### config.mk
export PLATFORM = sky130hd
export DESIGN_NAME = cmd_reply_builder
export DESIGN_NICKNAME = d
export VERILOG_FILES = /design/src/rtl/crb_pkg.sv /design/src/rtl/crb_clock.sv /design/src/rtl/crb_compose.sv /design/src/rtl/crb_serial.sv /design/src/rtl/cmd_reply_builder.sv
export SDC_FILE = /design/constraint.sdc
export NUM_CORES = 1
export LEC_CHECK = 0
export ABC_AREA = 0
export BUFFER_PORTS_ARGS = -buffer_cell sky130_fd_sc_hd__buf_2
export CORE_ASPECT_RATIO = 0.75
export CORE_MARGIN = 2
export CORE_UTILIZATION = 47
export DETAILED_ROUTE_END_ITERATION = 16
export HOLD_SLACK_MARGIN = 0.05
export PLACE_DENSITY = 0.72
export SYNTH_ARGS = -nofsm -noshare
export SYNTH_HDL_FRONTEND = slang
export SYNTH_SLANG_ARGS = --single-unit
### constraint.sdc
create_clock -name clk -period 4.75 [get_ports clk]
set_input_delay 1.425 -clock clk [delete_from_list [all_inputs] [get_ports clk]]
set_output_delay 1.425 -clock clk [all_outputs]
set_load 0.01 [all_outputs]
### src/rtl/crb_pkg.sv
package crb_pkg;
  localparam logic [7:0] PT_BUS  = 8'h00;
  localparam logic [7:0] PT_MGMT = 8'h01;
  localparam logic [7:0] PT_ERR  = 8'h02;

  localparam logic [7:0] OP_TIME_RD  = 8'h03;
  localparam logic [7:0] OP_TIME_WR  = 8'h09;
  localparam logic [7:0] OP_PWR_OFF  = 8'h0A;
  localparam logic [7:0] OP_RESTART  = 8'h11;
  localparam logic [7:0] OP_ADDR_Q   = 8'h12;
  localparam logic [7:0] OP_AUTO     = 8'h14;
  localparam logic [7:0] OP_DEV_LIST = 8'h19;
  localparam logic [7:0] OP_PWR_MSG  = 8'h21;
  localparam logic [7:0] OP_IIC_CMB  = 8'h22;
  localparam logic [7:0] OP_IIC_GS   = 8'h25;

  localparam logic [7:0] ST_IIC_CMB = 8'h05;
  localparam logic [7:0] ST_IIC_LEN = 8'h02;

  typedef enum logic [1:0] {ACT_NONE, ACT_PWR, ACT_RST} act_e;
endpackage

### src/rtl/crb_clock.sv
module crb_clock #(
  parameter int TICKS_PER_SEC = 100_000_000
) (
  input  logic        clk,
  input  logic        rst,
  input  logic        load,
  input  logic [31:0] load_val,
  output logic [31:0] seconds
);
  localparam int PRE_W = (TICKS_PER_SEC > 1) ? $clog2(TICKS_PER_SEC) : 1;
  localparam logic [PRE_W-1:0] PRE_TOP = PRE_W'(TICKS_PER_SEC - 1);

  logic [PRE_W-1:0] pre;

  always_ff @(posedge clk) begin
    if (rst) begin
      pre     <= '0;
      seconds <= '0;
    end else if (load) begin
      pre     <= '0;
      seconds <= load_val;
    end else if (pre == PRE_TOP) begin
      pre     <= '0;
      seconds <= seconds + 32'd1;
    end else begin
      pre <= pre + PRE_W'(1);
    end
  end

  assert_load_value_R6: assert property (@(posedge clk) disable iff (rst)
    load |=> (seconds == $past(load_val)));

  assert_hold_between_ticks_R6: assert property (@(posedge clk) disable iff (rst)
    (!load && pre != PRE_TOP) |=> $stable(seconds));
endmodule

### src/rtl/crb_compose.sv
module crb_compose
  import crb_pkg::*;
#(
  parameter int ARG_MAX   = 4,
  parameter int BUS_MAX   = 4,
  parameter int CLEN_W    = 4,
  parameter int BC_W      = 3,
  parameter int FRAME_MAX = 7,
  parameter int FL_W      = 3
) (
  input  logic [7:0]             pkt_type,
  input  logic [7:0]             op,
  input  logic [ARG_MAX*8-1:0]   args,
  input  logic [CLEN_W-1:0]      cmd_len,
  input  logic [BC_W-1:0]        bus_cnt,
  input  logic [7:0]             bus_err,
  input  logic [BUS_MAX*8-1:0]   bus_data,
  input  logic [31:0]            now_sec,
  output logic [FRAME_MAX*8-1:0] frame,
  output logic [FL_W-1:0]        frame_len,
  output act_e                   act,
  output logic                   time_wr,
  output logic [31:0]            time_val
);
  logic [7:0]      fb [FRAME_MAX];
  logic [BC_W-1:0] cnt_c;

  always_comb begin
    for (int i = 0; i < FRAME_MAX; i++) fb[i] = 8'h00;
    frame_len = '0;
    act       = ACT_NONE;
    time_wr   = 1'b0;
    time_val  = {args[7:0], args[15:8], args[23:16], args[31:24]};
    cnt_c     = (bus_cnt > BC_W'(BUS_MAX)) ? BC_W'(BUS_MAX) : bus_cnt;

    if (pkt_type == PT_BUS) begin
      fb[0] = PT_BUS;
      if (bus_cnt == '0) begin
        fb[1]     = bus_err;
        fb[2]     = op;
        frame_len = FL_W'(3);
      end else begin
        for (int i = 0; i < BUS_MAX; i++)
          if (BC_W'(i) < cnt_c) fb[2+i] = bus_data[8*i +: 8];
        frame_len = FL_W'(2) + FL_W'(cnt_c);
      end
    end else if (pkt_type == PT_MGMT) begin
      fb[0] = PT_MGMT;
      fb[2] = op;
      unique case (op)
        OP_ADDR_Q, OP_AUTO, OP_DEV_LIST, OP_PWR_MSG: frame_len = FL_W'(3);
        OP_PWR_OFF: begin frame_len = FL_W'(3); act = ACT_PWR; end
        OP_RESTART: begin frame_len = FL_W'(3); act = ACT_RST; end
        OP_TIME_WR: begin frame_len = FL_W'(3); time_wr = 1'b1; end
        OP_TIME_RD: begin
          fb[3] = now_sec[31:24];
          fb[4] = now_sec[23:16];
          fb[5] = now_sec[15:8];
          fb[6] = now_sec[7:0];
          frame_len = FL_W'(7);
        end
        OP_IIC_CMB: begin
          fb[0] = PT_ERR; fb[1] = ST_IIC_CMB; fb[2] = PT_MGMT; fb[3] = op;
          frame_len = FL_W'(4);
        end
        OP_IIC_GS: begin
          if (cmd_len == CLEN_W'(4)) begin
            frame_len = FL_W'(3);
          end else begin
            fb[0] = PT_ERR; fb[1] = ST_IIC_LEN; fb[2] = PT_MGMT; fb[3] = op;
            frame_len = FL_W'(4);
          end
        end
        default: frame_len = '0;
      endcase
    end

    for (int i = 0; i < FRAME_MAX; i++) frame[8*i +: 8] = fb[i];
  end
endmodule

### src/rtl/crb_serial.sv
module crb_serial
  import crb_pkg::*;
#(
  parameter int FRAME_MAX = 7,
  parameter int FL_W      = 3
) (
  input  logic                   clk,
  input  logic                   rst,
  input  logic                   load,
  input  logic [FRAME_MAX*8-1:0] frame,
  input  logic [FL_W-1:0]        frame_len,
  input  act_e                   act,
  output logic                   out_valid,
  output logic [7:0]             out_data,
  output logic                   out_last,
  input  logic                   out_ready,
  output logic                   pwr_req,
  output logic                   rst_req
);
  logic [7:0]      sb [FRAME_MAX];
  logic [FL_W-1:0] rem;
  act_e            act_q;

  assign out_valid = (rem != '0);
  assign out_last  = (rem == FL_W'(1));
  assign out_data  = sb[0];

  always_ff @(posedge clk) begin
    if (rst) begin
      rem     <= '0;
      act_q   <= ACT_NONE;
      pwr_req <= 1'b0;
      rst_req <= 1'b0;
      for (int i = 0; i < FRAME_MAX; i++) sb[i] <= 8'h00;
    end else begin
      pwr_req <= 1'b0;
      rst_req <= 1'b0;
      if (load && frame_len != '0) begin
        for (int i = 0; i < FRAME_MAX; i++) sb[i] <= frame[8*i +: 8];
        rem   <= frame_len;
        act_q <= act;
      end else if (out_valid && out_ready) begin
        for (int i = 0; i < FRAME_MAX - 1; i++) sb[i] <= sb[i+1];
        sb[FRAME_MAX-1] <= 8'h00;
        rem <= rem - FL_W'(1);
        if (out_last) begin
          pwr_req <= (act_q == ACT_PWR);
          rst_req <= (act_q == ACT_RST);
          act_q   <= ACT_NONE;
        end
      end
    end
  end

  assert_stall_stable_R11: assert property (@(posedge clk) disable iff (rst)
    (out_valid && !out_ready) |=> (out_valid && $stable(out_data) && $stable(out_last)));

  assert_idle_after_last_R11: assert property (@(posedge clk) disable iff (rst)
    (out_valid && out_ready && out_last) |=> !out_valid);

  assert_no_load_while_busy_R11: assert property (@(posedge clk) disable iff (rst)
    out_valid |-> !load);
endmodule

### src/rtl/cmd_reply_builder.sv
module cmd_reply_builder
  import crb_pkg::*;
#(
  parameter  int TICKS_PER_SEC = 100_000_000,
  parameter  int ARG_MAX       = 4,
  parameter  int BUS_MAX       = 4,
  parameter  int CLEN_W        = 4,
  localparam int BC_W          = $clog2(BUS_MAX + 1)
) (
  input  logic                 clk,
  input  logic                 rst,
  input  logic                 cmd_valid,
  output logic                 cmd_ready,
  input  logic [7:0]           cmd_type,
  input  logic [7:0]           cmd_op,
  input  logic [ARG_MAX*8-1:0] cmd_args,
  input  logic [CLEN_W-1:0]    cmd_len,
  input  logic [BC_W-1:0]      bus_cnt,
  input  logic [7:0]           bus_err,
  input  logic [BUS_MAX*8-1:0] bus_data,
  output logic                 out_valid,
  output logic [7:0]           out_data,
  output logic                 out_last,
  input  logic                 out_ready,
  output logic                 pwr_req,
  output logic                 rst_req
);
  localparam int FRAME_MAX = (BUS_MAX + 2 > 7) ? BUS_MAX + 2 : 7;
  localparam int FL_W      = $clog2(FRAME_MAX + 1);

  logic                   accept;
  logic [31:0]            now_sec;
  logic [FRAME_MAX*8-1:0] frame;
  logic [FL_W-1:0]        frame_len;
  act_e                   act;
  logic                   time_wr;
  logic [31:0]            time_val;

  assign cmd_ready = !out_valid;
  assign accept    = cmd_valid && cmd_ready;

  crb_clock #(.TICKS_PER_SEC(TICKS_PER_SEC)) u_clock (
    .clk(clk), .rst(rst), .load(accept && time_wr), .load_val(time_val),
    .seconds(now_sec)
  );

  crb_compose #(
    .ARG_MAX(ARG_MAX), .BUS_MAX(BUS_MAX), .CLEN_W(CLEN_W), .BC_W(BC_W),
    .FRAME_MAX(FRAME_MAX), .FL_W(FL_W)
  ) u_compose (
    .pkt_type(cmd_type), .op(cmd_op), .args(cmd_args), .cmd_len(cmd_len),
    .bus_cnt(bus_cnt), .bus_err(bus_err), .bus_data(bus_data),
    .now_sec(now_sec), .frame(frame), .frame_len(frame_len), .act(act),
    .time_wr(time_wr), .time_val(time_val)
  );

  crb_serial #(.FRAME_MAX(FRAME_MAX), .FL_W(FL_W)) u_serial (
    .clk(clk), .rst(rst), .load(accept), .frame(frame), .frame_len(frame_len),
    .act(act), .out_valid(out_valid), .out_data(out_data), .out_last(out_last),
    .out_ready(out_ready), .pwr_req(pwr_req), .rst_req(rst_req)
  );

  assert_pulse_exclusive_R7: assert property (@(posedge clk) disable iff (rst)
    $onehot0({pwr_req, rst_req}));

  assert_pulse_after_last_R7: assert property (@(posedge clk) disable iff (rst)
    (pwr_req || rst_req) |-> $past(out_valid && out_ready && out_last));

  assert_pulse_single_R7: assert property (@(posedge clk) disable iff (rst)
    (pwr_req || rst_req) |=> !(pwr_req || rst_req));
endmodule

==> impl_metrics.env <==
export IMPL_status="completed"
export IMPL_num_nets_final=916
export IMPL_routedWlPerCell_um=16.9
export IMPL_fin_ws_ns=1.26
export IMPL_crit_fanout=16
export IMPL_worstMarginPinSlew_ns=1.11
export IMPL_detailed_place_hpwl_um=12100
export IMPL_synthCells=717
export IMPL_pwr_density_cell_nw_per_um2=397
export IMPL_placedInstanceArea_sq_um=7030
export IMPL_ctsResizeCount=0
export IMPL_start_util_pct=48.4
export IMPL_h_tree_depth=4
export IMPL_fin_area_sq_um=7640
export IMPL_detail_route_antenna_nets=0
export IMPL_post_place_ws_ns=0.858
export IMPL_ff2ff_path_depth=7
export IMPL_grt_pass1_wl_um=27400
export IMPL_post_cts_buffers=0
export IMPL_cpMaxStageDelayCell="nand2_1"
export IMPL_clk_pin_slew_ns=0.06
export IMPL_holdPathEnd="u_clock.pre[0]"
export IMPL_start_kind="input port"
export IMPL_cp_end_kind="register"
export IMPL_num_antenna_cells=0
export IMPL_final_max_slew_viol_count=0
export IMPL_setup_violations_final=0
export IMPL_path_class="in2reg"
export IMPL_worstHoldPathCells=1
export IMPL_cts_root_buf="clkbuf_16"
export IMPL_syn_area_sq_um=6350
export IMPL_clock_fmax_mhz=287
export IMPL_timing_rr_start="u_clock.pre[0]"
export IMPL_synth_ff_type="dfxtp_1"
export IMPL_avgSynthCellArea_sq_um=8.86
export IMPL_rsz0062_at_grt="no"
export IMPL_placementRows=36
export IMPL_syn_to_final_growth_pct=20.4
export IMPL_reg2reg_to="u_clock.seconds[16]"
export IMPL_via_count=5845
export IMPL_detail_route_first_pass_iterations=5
export IMPL_period_minus_slack_ns=3.49
export IMPL_clk_path_buf_depth=2
export IMPL_synthesis_nets=821
export IMPL_ff2ff_setup_slack_ns=1.88
export IMPL_synth_distinct_cells=56
export IMPL_ys_ff_latch=122
export IMPL_die_y_um=105
export IMPL_clk_latency_ns=0.41
export IMPL_clock_sinks=122
export IMPL_crit_arrival_ns=3.53
export IMPL_cap_violations=0
export IMPL_hold_start="u_clock.pre[0]"
export IMPL_grt_max_degree=65
export IMPL_fin_tns_setup_ns=0
export IMPL_grt_overflow=0
export IMPL_final_util_pct=58.3
export IMPL_final_common_cell="buf_2"
export IMPL_avgViaCountPerCell=5.87
export IMPL_final_cell_mix="buf_2 (111), nor2_1 (101), dfxtp_1 (74), nand2_1 (62), edfxtp_1 (48)"
export IMPL_synthArstFlopShare_pct=0
export IMPL_power_leakage_nw=2.80
export IMPL_crit_required_ns=4.79
export IMPL_ys_seq_area_share_pct=46.0
export IMPL_path_cells="buf_2, or4_1, or2_2, nor2_1, o31ai_1, nand2_1"
export IMPL_cts_hold_buf=0
export IMPL_routed_wl_um=16900
export IMPL_critPathMaxStageDelay_ns=0.60
export IMPL_drc=0
export IMPL_hp_class="reg2reg"
export IMPL_core_area_sq_um=13100
export IMPL_max_vdd_ir_drop_uv=265
export IMPL_place_congestion=0.940
export IMPL_synth_edff_count=48
export IMPL_slew_headroom_pct=25.0
export IMPL_drive_above_1_share_pct=20.4
export IMPL_antenna_found_initial=0
export IMPL_grt_total_usage_pct=23.6
export IMPL_initialDrtViolationCount=601
export IMPL_cts_made_buffers=17
export IMPL_hold_slack_ns=0.460
export IMPL_hold_violations=0
export IMPL_period_share_pct=73.5
export IMPL_die_area_sq_um=14500
export IMPL_nFillCells=1120
export IMPL_yosys_warnings=0
export IMPL_ios=112
export IMPL_fin_skew_ns=0.00816
export IMPL_grt_pass1_vias=5539
export IMPL_die_w_um=138
export IMPL_cts_tree="yes"
export IMPL_io_buffers=111
==> cells in the mapped netlist, types with 7 or more instances <==
cell	number	share of area, %
nor2_1	102	6.0
dfxtp_1	74	23
nand2_1	62	3.7
edfxtp_1	48	23
nand3_1	43	3.4
clkbuf_1	38	2.2
a211oi_1	35	4.1
o21ai_0	34	2.7
xnor2_1	33	4.6
nor3_1	31	2.4
xor2_1	26	3.6
a22oi_1	23	2.7
inv_1	20	1.2
and3_1	15	1.5
nand4_1	15	1.5
a21oi_1	12	0.95
mux2i_1	7	1.1
nor4_1	7	0.69
o31ai_1	7	0.83
==> per-layer routing <==
layer	routed length, um	part of all wire [%]	GRT usage (%)
met5	0	0	0
met4	262	1.6	7.51
met3	1620	9.6	7.52
met2	7480	44	36.4
met1	7510	45	31.7
==> worst max path at each step <==
stage / cells past startpoint / end / slack [ns] / startpoint
after detailed placement: 6 / u_serial.sb[5][6] / 0.86 / cmd_type[6]
after floorplan: 8 / u_serial.sb[1][0] / 0.72 / cmd_op[4]
after global placement: 6 / u_serial.sb[5][5] / 0.95 / cmd_type[6]
final: 6 / u_serial.sb[5][6] / 1.26 / cmd_type[6]
after CTS: 6 / u_serial.sb[5][6] / 1.29 / cmd_type[6]
after global routing: 6 / u_serial.sb[0][4] / 1.13 / cmd_op[3]
==> through the flow <==
step / instances / power [mW]
detailed placement: 964 / 1.72
floorplan: 717 / 1.54
CTS: 996 / 3.05
global route: 996 / 3.15
finish: 996 / 3.04
global placement: 964 / 1.71
==> critical path, delay by kind of cell <==
kind,cells,cell delay (ns)
simple gates,4,1.85
buf+inv,1,0.09
compound gates,1,0.15
==> state kept, by name, indices dropped and copies added, names as in the netlist <==
signal and flops:
u_serial.pwr_req 1, u_serial.act_q 2, u_clock.pre 27, u_serial.rst_req 1, u_serial.sb 56, u_clock.seconds 32
u_serial.rem 3
==> final cells by class <==
class / count / area, sq um / share of cell area [%]
Tap cell: 171 / 214 / 2.80
Clock buffer: 20 / 467 / 6.11
Inverter: 20 / 75.1 / 0.982
Timing Repair Buffer: 122 / 638 / 8.35
Clock inverter: 12 / 146 / 1.92
Sequential cell: 122 / 2920 / 38.2
Multi-Input combinational cell: 529 / 3180 / 41.6
==> report_power, final <==
part	total, mW	internal, mW	switching (mW)
clock network	1.33	0.861	0.470
registers	1.26	1.22	0.0384
logic	0.447	0.149	0.297
total	3.04	2.23	0.806
==> kinds of logic after synthesis <==
| logic type | count (synthesis) | synth area share (%) |
|---|---|---|
| and+or+nand+nor | 315 | 24.1 |
| DFF | 122 | 46.0 |
| adders and majority gates | 5 | 0.985 |
| buffers and inverters | 66 | 4.12 |
| muxes | 8 | 1.28 |
| AOI/OAI and AO/OA | 142 | 15.4 |
| xor gates and xnor gates | 59 | 8.14 |
Note: power is estimated with default switching activity, not from simulation.
